### src/rtl/irq_ctrl_pkg.sv
package irq_ctrl_pkg;
  localparam int ADDR_W     = 12;
  localparam int DATA_W     = 32;
  localparam int OFF_REV    = 'h00;
  localparam int OFF_CFG    = 'h10;
  localparam int OFF_STAT   = 'h14;
  localparam int OFF_ACTIVE = 'h40;
  localparam int OFF_ACK    = 'h48;
  localparam int OFF_MASK   = 'h84;
  localparam int OFF_ENA    = 'h88;
  localparam int OFF_DIS    = 'h8C;
  localparam int OFF_PEND   = 'h98;
  localparam int BANK_STEP  = 'h20;
  localparam int ACT_FIELD  = 7;
endpackage

### src/rtl/irq_mask_bank.sv
module irq_mask_bank #(
  parameter int W = 32
) (
  input  logic         clk,
  input  logic         rst_n,
  input  logic         srst,
  input  logic         ena_we,
  input  logic         dis_we,
  input  logic [W-1:0] wdata,
  input  logic [W-1:0] src,
  output logic [W-1:0] mask,
  output logic [W-1:0] pend
);
  logic [W-1:0] mask_q;

  always_ff @(posedge clk or negedge rst_n) begin
    if (!rst_n)      mask_q <= '1;
    else if (srst)   mask_q <= '1;
    else if (ena_we) mask_q <= mask_q & ~wdata;
    else if (dis_we) mask_q <= mask_q | wdata;
  end

  assign mask = mask_q;
  assign pend = src & ~mask_q;
endmodule

### src/rtl/irq_prio_enc.sv
module irq_prio_enc #(
  parameter int N  = 96,
  parameter int IW = 7
) (
  input  logic [N-1:0]  req,
  output logic          any,
  output logic [IW-1:0] idx
);
  always_comb begin
    idx = '0;
    for (int i = N - 1; i >= 0; i--) begin
      if (req[i]) idx = IW'(i);
    end
  end
  assign any = |req;
endmodule

### src/rtl/irq_bank_ctrl.sv
module irq_bank_ctrl
  import irq_ctrl_pkg::*;
#(
  parameter int NUM_BANKS = 3,
  parameter int BANK_W    = 32,
  parameter int RST_CYC   = 4,
  parameter logic [3:0] REV_MAJ = 4'h2,
  parameter logic [3:0] REV_MIN = 4'h1
) (
  input  logic                        clk,
  input  logic                        rst_n,
  input  logic [NUM_BANKS*BANK_W-1:0] irq_src,
  input  logic                        reg_en,
  input  logic                        reg_we,
  input  logic [11:0]                 reg_addr,
  input  logic [31:0]                 reg_wdata,
  output logic [31:0]                 reg_rdata,
  output logic                        cpu_irq
);
  localparam int NUM_SRC = NUM_BANKS * BANK_W;
  localparam int ID_W    = $clog2(NUM_SRC);
  localparam int CNT_W   = $clog2(RST_CYC + 1);

  logic              wr, rd;
  logic              cfg_wr, ack_wr, srst;
  logic [BANK_W-1:0] mask_w [NUM_BANKS];
  logic [BANK_W-1:0] pend_w [NUM_BANKS];
  logic [NUM_SRC-1:0] pend_flat;
  logic              any_pend;
  logic [ID_W-1:0]   win_id;
  logic [ID_W-1:0]   act_q;
  logic              wait_q;
  logic              autoidle_q;
  logic [CNT_W-1:0]  rst_cnt;
  logic              rst_done;

  assign wr     = reg_en && reg_we;
  assign rd     = reg_en && !reg_we;
  assign cfg_wr = wr && (int'(reg_addr) == OFF_CFG);
  assign ack_wr = wr && (int'(reg_addr) == OFF_ACK) && reg_wdata[0];
  assign srst   = cfg_wr && reg_wdata[1];

  for (genvar b = 0; b < NUM_BANKS; b++) begin : g_bank
    logic ena_we, dis_we;
    assign ena_we = wr && (int'(reg_addr) == OFF_ENA + b * BANK_STEP);
    assign dis_we = wr && (int'(reg_addr) == OFF_DIS + b * BANK_STEP);
    irq_mask_bank #(.W(BANK_W)) u_bank (
      .clk   (clk),
      .rst_n (rst_n),
      .srst  (srst),
      .ena_we(ena_we),
      .dis_we(dis_we),
      .wdata (reg_wdata[BANK_W-1:0]),
      .src   (irq_src[b*BANK_W +: BANK_W]),
      .mask  (mask_w[b]),
      .pend  (pend_w[b])
    );
    assign pend_flat[b*BANK_W +: BANK_W] = pend_w[b];
  end

  irq_prio_enc #(.N(NUM_SRC), .IW(ID_W)) u_enc (
    .req(pend_flat),
    .any(any_pend),
    .idx(win_id)
  );

  // soft-reset sequencer: done flag rises RST_CYC edges after the request
  always_ff @(posedge clk or negedge rst_n) begin
    if (!rst_n)              rst_cnt <= CNT_W'(RST_CYC);
    else if (srst)           rst_cnt <= CNT_W'(RST_CYC);
    else if (rst_cnt != '0)  rst_cnt <= rst_cnt - 1'b1;
  end
  assign rst_done = (rst_cnt == '0);

  always_ff @(posedge clk or negedge rst_n) begin
    if (!rst_n)      autoidle_q <= 1'b0;
    else if (srst)   autoidle_q <= 1'b0;
    else if (cfg_wr) autoidle_q <= reg_wdata[0];
  end

  // latch winner only while nothing awaits acknowledge
  always_ff @(posedge clk or negedge rst_n) begin
    if (!rst_n) begin
      wait_q <= 1'b0;
      act_q  <= '0;
    end else if (srst) begin
      wait_q <= 1'b0;
      act_q  <= '0;
    end else if (ack_wr) begin
      wait_q <= 1'b0;
    end else if (!wait_q && any_pend && rst_done) begin
      wait_q <= 1'b1;
      act_q  <= win_id;
    end
  end

  assign cpu_irq = wait_q;

  always_comb begin
    reg_rdata = '0;
    if (rd) begin
      case (int'(reg_addr))
        OFF_REV:    reg_rdata = {24'h0, REV_MAJ, REV_MIN};
        OFF_CFG:    reg_rdata = {31'h0, autoidle_q};
        OFF_STAT:   reg_rdata = {31'h0, rst_done};
        OFF_ACTIVE: reg_rdata = 32'(act_q);
        default: begin
          for (int b = 0; b < NUM_BANKS; b++) begin
            if (int'(reg_addr) == OFF_MASK + b * BANK_STEP) reg_rdata = 32'(mask_w[b]);
            if (int'(reg_addr) == OFF_PEND + b * BANK_STEP) reg_rdata = 32'(pend_w[b]);
          end
        end
      endcase
    end
  end
endmodule

### config.mk
export PLATFORM = sky130hd
export DESIGN_NAME = irq_bank_ctrl
export DESIGN_NICKNAME = d
export VERILOG_FILES = /design/src/rtl/irq_ctrl_pkg.sv /design/src/rtl/irq_mask_bank.sv /design/src/rtl/irq_prio_enc.sv /design/src/rtl/irq_bank_ctrl.sv
export SDC_FILE = /design/constraint.sdc
export NUM_CORES = 1
export LEC_CHECK = 0
export BUFFER_PORTS_ARGS = -buffer_cell sky130_fd_sc_hd__buf_2
export CAP_MARGIN = 20
export CORE_MARGIN = 5
export CORE_UTILIZATION = 45
export CTS_CLUSTER_SIZE = 12
export DETAILED_ROUTE_END_ITERATION = 8
export PLACE_DENSITY = 0.66
export SLEW_MARGIN = 30
export SYNTH_ARGS = -nofsm -noshare
export SYNTH_HDL_FRONTEND = slang
export SYNTH_HIERARCHICAL = 1
export SYNTH_SLANG_ARGS = --single-unit
### constraint.sdc
create_clock -name clk -period 6.5 [get_ports clk]
set_input_delay 0.975 -clock clk [delete_from_list [all_inputs] [get_ports clk]]
set_output_delay 0.975 -clock clk [all_outputs]
set_load 0.01 [all_outputs]
==> impl_metrics.tcl, run 1 <==
set metrics [dict create \
    rows 51 \
    worstMarginPinSlew_ps 854 \
    grt_pass1_vias 8549 \
    cp.arrival_ps 3570 \
    drt_iter0_markers 1354 \
    hp-class "flop to flop" \
    instances_no_fill 1418 \
    clk_path_buf_depth 2 \
    cp_slowest_cell "nor4_4" \
    ys.flop_type "dfstp_2" \
    startpoint_type "primary input" \
    setup_viol_count_final 0 \
    cp_slowest_stage_delay_ps 650 \
    cts_hold_buf 0 \
    cts_buffers 9 \
    layout-drive-gt1-share 0.371 \
    final_hold_viol_count 0 \
    syn_nets 1170 \
    syn-instance-count 1024 \
    antenna_found_initial 0 \
    dp_worst_setup_slack_ps 2070 \
    min_to "rst_cnt[1]" \
    seq_area_frac_synth 0.314 \
    wirelength_um 36900 \
    reg2reg_to "act_q[5]" \
    synth.distinct_cells 70 \
    placedCellCount 1403 \
    die-area_um2 22900 \
    path_clk_slew_ps 70 \
    worstReg2RegStart "g_bank[2].u_bank/mask[23]" \
    cp.depth 8 \
    cts-resized-gates 0 \
    nNetsFinal 1295 \
    overflow 0 \
    status "finished, final reports clean" \
    cts_root_buffer "clkbuf_16" \
    fp.dieW_um 151 \
    routed_via_density 6.64 \
    ys_seq_elements 108 \
    ant_nets 0 \
    slew_violations 0 \
    post_drt_wl_per_cell_um 26.0 \
    required_ps 5520 \
    hold-worst-slack_ps 523 \
    gp_congestion 1.02 \
    grt_pass1_wl_um 54100 \
    drc 0 \
    grt_max_degree 78 \
    h-tree-depth 3 \
    syn_avg_cell_area_um2 8.78 \
    ys_warn_count 6 \
    worstHoldPathCells 2 \
    r2r_setup_slack_ps 3190 \
    ioPinCount 177 \
    die_h_um 151 \
    port_buffers 176 \
    clkLatencyLatePin_ps 360 \
    cts_tree "done" \
    power.total_mw 1.52 \
    final_cell_area_um2 10000 \
    syn_area_um2 8990 \
    fin_crit_sh 0.699 \
    finish.utilization 0.512 \
    cap_violations 0 \
    hpwlAfterDp_um 28100 \
    r2r_cells 9 \
    timing.setup.tns_ps 0 \
    slew_headroom 0.430 \
    detail_route.first_pass.iterations 6 \
    cp-end-kind "primary output" \
    critical-path-top-delay-family "simple AND/OR/NAND/NOR gates" \
    vdd.ir_drop.worst_mv 0.121 \
    num_antenna_cells 0 \
    path_buf_inv 3 \
    vias 9409 \
    clock-sinks 108 \
    pwr_density_cell_nw_per_um2 152 \
    core-area_um2 19600 \
    power.leakage_nw 3.65 \
    track_usage 0.316 \
    m1WireLength_um 16000 \
    async_reset_ff_frac 1.00 \
    crit_path_frequent_cell "buf_2" \
    fmax_mhz 220 \
    crit_type "primary input to primary output" \
    area_growth_pct 11.6 \
    postCtsSetupBuffers 0 \
    cp_max_fo 19 \
    path_cells "buf_2 > or4_4 > nor4_4 > buf_4 > o21ai_0 > a22o_1 > a21oi_1 > buf_2" \
    min_period_ps 4540 \
    worstHoldStart "rst_cnt[1]" \
    rsz0062_at_grt "false" \
    wl_met3_um 5130 \
    synth-edff-count 0 \
    fin_ws_ps 1960 \
    routed.top_layer "met5" \
    place_area_um2 9740 \
    skew_ps 7.68 \
    initial_core_util 0.459 \
    wl_met2_um 14800 \
]
==> kinds of logic after synthesis <==
| group | synth area share |
|---|---|
| xor gates and xnor gates | 0.000975 |
| muxes | 0.0100 |
| DFF | 0.314 |
| and+or+nand+nor | 0.215 |
| AOI/OAI and AO/OA | 0.377 |
| adders and majority gates | 0.00278 |
| buffers and inverters | 0.0796 |
==> metal layers <==
layer  up-vias  global-route usage
met1      4498               0.478
met3        68               0.103
met5         -              0.0545
met2       658               0.427
met4         4              0.0716
li1       4181                   -
==> cell usage in the layout, fill, tap and decap left out, types with 3 or more instances in the layout <==
master	n
a211oi_1	103
a21oi_1	54
a21oi_2	90
a221oi_1	31
a22o_1	32
a31oi_1	6
buf_2	175
buf_4	13
clkbuf_16	9
dfrtp_1	11
dfstp_2	97
inv_1	22
mux2i_1	9
nand2_1	50
nand2b_1	11
nand3_1	11
nand4_1	7
nor2_1	51
nor2_4	3
nor2b_1	107
nor2b_4	4
nor3_1	23
nor3b_1	3
nor4_1	27
o21ai_0	103
o21bai_1	3
o221ai_1	4
o311ai_0	4
o31ai_1	10
or3_1	6
or4_1	3
or4_4	5
==> worst min-delay path: cells and delay by family (launching register included) <==
kind,cells,cell delay [ps]
AND/OR/NAND/NOR,1,70
AO/OA/AOI/OAI,1,70
flip-flops,1,350
==> worst max-delay path by stage <==
stage / from / end
after floorplan: reg_addr[9] / reg_rdata[4]
after global placement: reg_addr[9] / reg_rdata[12]
after detailed placement: reg_addr[9] / reg_rdata[12]
after CTS: reg_addr[9] / reg_rdata[12]
after global routing: reg_addr[9] / reg_rdata[27]
final: reg_addr[9] / reg_rdata[12]
==> state kept, by name (all words and copies together) (netlist names) <==
name                cells
autoidle_q              1
rst_cnt                 3
act_q                   7
cpu_irq                 1
g_bank.u_bank/mask     96
==> cell type report <==
class | instances | area (um^2)
Inverter | 22 | 82.6
Tap cell | 265 | 332
Clock inverter | 6 | 57.6
Fill cell | 1930 | 9570
Sequential cell | 108 | 2820
Clock buffer | 9 | 225
Multi-Input combinational cell | 818 | 5490
Timing Repair Buffer | 190 | 1010
==> power breakdown <==
part,switching (mW),internal [mW]
clock,0.271,0.268
sequential,0.00901,0.693
combinational,0.183,0.0990
total,0.463,1.06
==> cell usage after synthesis (all sizes together) (5+ instances only) <==
library cell,n,area share
nand3,11,0.0061
o21ai,104,0.058
or3,7,0.0054
nor3,25,0.014
nor2b,111,0.081
inv,22,0.0092
nor3b,5,0.0053
nand4,7,0.0049
a211oi,103,0.086
o221ai,6,0.0072
buf,47,0.058
clkbuf,29,0.012
o31ai,11,0.011
nand2,51,0.022
a31oi,6,0.0042
a221oi,31,0.030
dfstp,97,0.28
dfrtp,11,0.031
mux2i,9,0.010
a21oi,144,0.12
or4,10,0.011
nor2,55,0.024
nand2b,11,0.0077
nor4,31,0.025
a22o,32,0.031
Note: power is estimated with default switching activity, not from simulation.
==> run 2: changes to the inputs <==
--- a/config.mk
+++ b/config.mk
@@ -5,13 +5,14 @@
 export SDC_FILE = /design/constraint.sdc
 export NUM_CORES = 1
 export LEC_CHECK = 0
+export ABC_AREA = 1
 export BUFFER_PORTS_ARGS = -buffer_cell sky130_fd_sc_hd__buf_2
 export CAP_MARGIN = 20
 export CORE_MARGIN = 5
 export CORE_UTILIZATION = 45
 export CTS_CLUSTER_SIZE = 12
 export DETAILED_ROUTE_END_ITERATION = 8
-export PLACE_DENSITY = 0.66
+export PLACE_DENSITY = 0.68
 export SLEW_MARGIN = 30
 export SYNTH_ARGS = -nofsm -noshare
 export SYNTH_HDL_FRONTEND = slang
==> constraint.sdc (replaced) <==
create_clock -name clk -period 4 [get_ports clk]
set_input_delay 0.6 -clock clk [delete_from_list [all_inputs] [get_ports clk]]
set_output_delay 0.6 -clock clk [all_outputs]
set_load 0.01 [all_outputs]
==> run 2 against run 1 <==
  * Sequential power up 62%
  * The flow now finishes with violations (negative setup slack)
  * Synthesized area grew 15%
  * Worst hold slack worse by 240 ps
  * Critical path depth up 90
==> impl_metrics.tcl, run 2 <==
set metrics [dict create \
    ys_seq_elements 108 \
    cap_violations 0 \
    cp_slowest_cell "dfstp_2" \
    layout_commonest_cell "nand2_1" \
    antenna_found_initial 1 \
    ys.flop_type "dfstp_2" \
    cp-end-kind "flop" \
    fmax_mhz 177 \
    cp.arrival_ps 5920 \
    timing.setup.tns_ps -1730 \
    initial_core_util 0.457 \
    rows 55 \
    crit_type "flop to flop" \
    clk_path_buf_depth 2 \
    pwr_density_cell_nw_per_um2 210 \
    grt_max_degree 75 \
    cp_slowest_stage_delay_ps 540 \
    fin_ws_ps -1640 \
    met3_usage 0.0441 \
    required_ps 4280 \
    ioPinCount 177 \
    area_growth_pct 17.8 \
    switching_power_mw 0.804 \
    post_drt_wl_per_cell_um 15.6 \
    fin_crit_sh 1.41 \
    detail_route.first_pass.iterations 7 \
    crit_path_frequent_cell "nand2_1" \
    synth_top_area_frac 0.247 \
    internal-power_mw 1.75 \
    use_met2 0.464 \
    drt_iter0_markers 890 \
    wirelength_um 36700 \
    min_period_ps 5640 \
    vdd.ir_drop.worst_mv 0.206 \
    setup_viol_count_final 2 \
    fp.dieW_um 161 \
    slew_violations 0 \
    synthTopCellsByCount "646 x nand2_1, 366 x inv_1, 257 x nor2_1" \
    grt_pass1_wl_um 58100 \
    hpwlAfterDp_um 27400 \
    startpoint_type "flop" \
    cts_buffers 9 \
    fill_cells 2430 \
    final_hold_viol_count 0 \
    clock-sinks 108 \
    power.total_mw 2.55 \
    layout-drive-gt1-share 0.219 \
    synth.distinct_cells 41 \
    swShare 0.315 \
    rsz0062_at_grt "true" \
    die_h_um 161 \
    worstMarginPinSlew_ps 742 \
    syn_avg_cell_area_um2 5.57 \
    overflow 0 \
    die-area_um2 26000 \
    path_clk_slew_ps 90 \
    async_reset_ff_frac 1.00 \
    core-area_um2 22600 \
    ys_warn_count 6 \
    slew_headroom 0.505 \
    clkLatencyLatePin_ps 360 \
    cts_tree "done" \
    hp-class "primary input to asynchronous set/reset pin" \
    pwr-share-clk 0.352 \
    cp_max_fo 2 \
    cts_hold_buf 0 \
    routed_via_density 4.97 \
    syn_area_um2 10300 \
    status "finished with violations" \
    largest_reg_flops 96 \
    seq_area_frac_synth 0.274 \
    num_antenna_cells 0 \
    syn-instance-count 1850 \
    synth-edff-count 0 \
    syn_nets 1996 \
    track_usage 0.278 \
    p_seq_frac 0.447 \
    violations "negative setup slack" \
    met1_usage 0.368 \
    ant_nets 0 \
    port_buffers 176 \
    grt_pass1_vias 11100 \
    nNetsFinal 2210 \
    gp_congestion 0.955 \
    synth_top_cell_by_area "dfstp_2" \
    top_usage_layer "met2" \
    power.leakage_nw 6.97 \
    synth_most_common_cell "nand2_1" \
    h-tree-depth 3 \
    synthTopCellsByArea "dfstp_2 25%, nand2_1 24%, inv_1 13%, nor2_1 9.4%, nand3_1 4.4%" \
    final_cell_mix "643 x nand2_1, 364 x inv_1, 249 x nor2_1" \
    cts_root_buffer "clkbuf_16" \
    drc 0 \
    vias 11700 \
    skew_ps 11.5 \
    comb_power_share 0.201 \
]
-- run 2: cell count changes in the layout (fill, tap and decap cells not counted), sizes merged, moves of 30 or more --
cell / before / now
a22o: 32 / 0
buf: 190 / 271
nor2b: 111 / 0
or2: 0 / 33
a21oi: 144 / 63
o21ai: 104 / 134
a211oi: 103 / 0
nand2: 51 / 656
nor2: 55 / 272
nand3: 11 / 92
a221oi: 31 / 0
inv: 26 / 381
-- run 2: final timing paths --
| kind | start | endpoint | slack [ps] | cells after the start |
|---|---|---|---|---|
| worst max-delay path | g_bank[2].u_bank/mask[30] | act_q[0] | -1640 | 98 |
| worst min-delay path | rst_n | act_q[1] | 280 | 1 |
| worst max register to register | g_bank[2].u_bank/mask[30] | act_q[0] | -1640 | 98 |
| worst min register to register | g_bank[0].u_bank/mask[7] | g_bank[0].u_bank/mask[7] | 470 | 2 |
| max in group asynchronous | rst_n | g_bank[1].u_bank/mask[28] | 2830 | 2 |
| min in group clk | g_bank[0].u_bank/mask[7] | g_bank[0].u_bank/mask[7] | 470 | 2 |
-- run 2: layout make-up --
class / instances / area, um^2 / share of cell area
inverters: 379 / 1450 / 0.119
repair buffers: 271 / 1610 / 0.133
clock buffers: 9 / 225 / 0.0185
clock inverters: 6 / 45.0 / 0.00371
flip-flops and latches: 108 / 2820 / 0.232
well taps: 285 / 357 / 0.0294
multi-input cells: 1295 / 5630 / 0.464
-- run 2: stage by stage --
stage	instances	setup WS [ps]	cell area [um^2]	utilization	hold WS [ps]
after floorplan	1850	-967	10300	-	304
after global placement	2338	-1740	11800	0.524	455
after detailed placement	2338	-1780	11800	0.524	460
after CTS	2353	-1540	12100	0.537	301
after global routing	2353	-2620	12100	0.538	329
final	2353	-1640	12100	0.538	285
-- run 2: cell families after synthesis --
family | after synthesis | synth area share
AO/OA/AOI/OAI | 216 | 0.109
XOR/XNOR | 1 | 0.000850
adder cells (fa/ha/maj) | 2 | 0.00243
buffers and inverters | 447 | 0.187
flip-flops | 108 | 0.274
AND/OR/NAND/NOR | 1076 | 0.427
-- run 2: metal layers --
layer / vias to the layer above / part of all wire
li1: 5941 / -
met1: 5284 / 0.44
met2: 400 / 0.46
met3: 75 / 0.064
met4: 2 / 0.032
met5: - / 0.00035
-- run 2: power by group through the flow --
stage	Combinational, mW	Clock (mW)	Sequential (mW)
floorplan	0.261	0	1.15
global placement	0.493	0	1.16
detailed placement	0.500	0	1.16
CTS	0.505	0.914	1.14
global route	0.582	0.948	1.14
finish	0.514	0.897	1.14
-- run 2: critical path: cells and delay by family (launching register included) --
family | cells | cell delay (ps)
AND/OR/NAND/NOR | 94 | 4760
buffers and inverters | 2 | 80
AO/OA/AOI/OAI | 2 | 220
flip-flops | 1 | 540
-- run 2: timing repair --
item / 4_1_cts / 5_1_grt
endpoints found under the hold margin: 0 / 0
endpoints found under the setup margin: 2 / 2
pin swaps: 13 / 11
gates resized for setup: 8 / 8
cloned: 0 / 0
setup buffers: 1 / 1
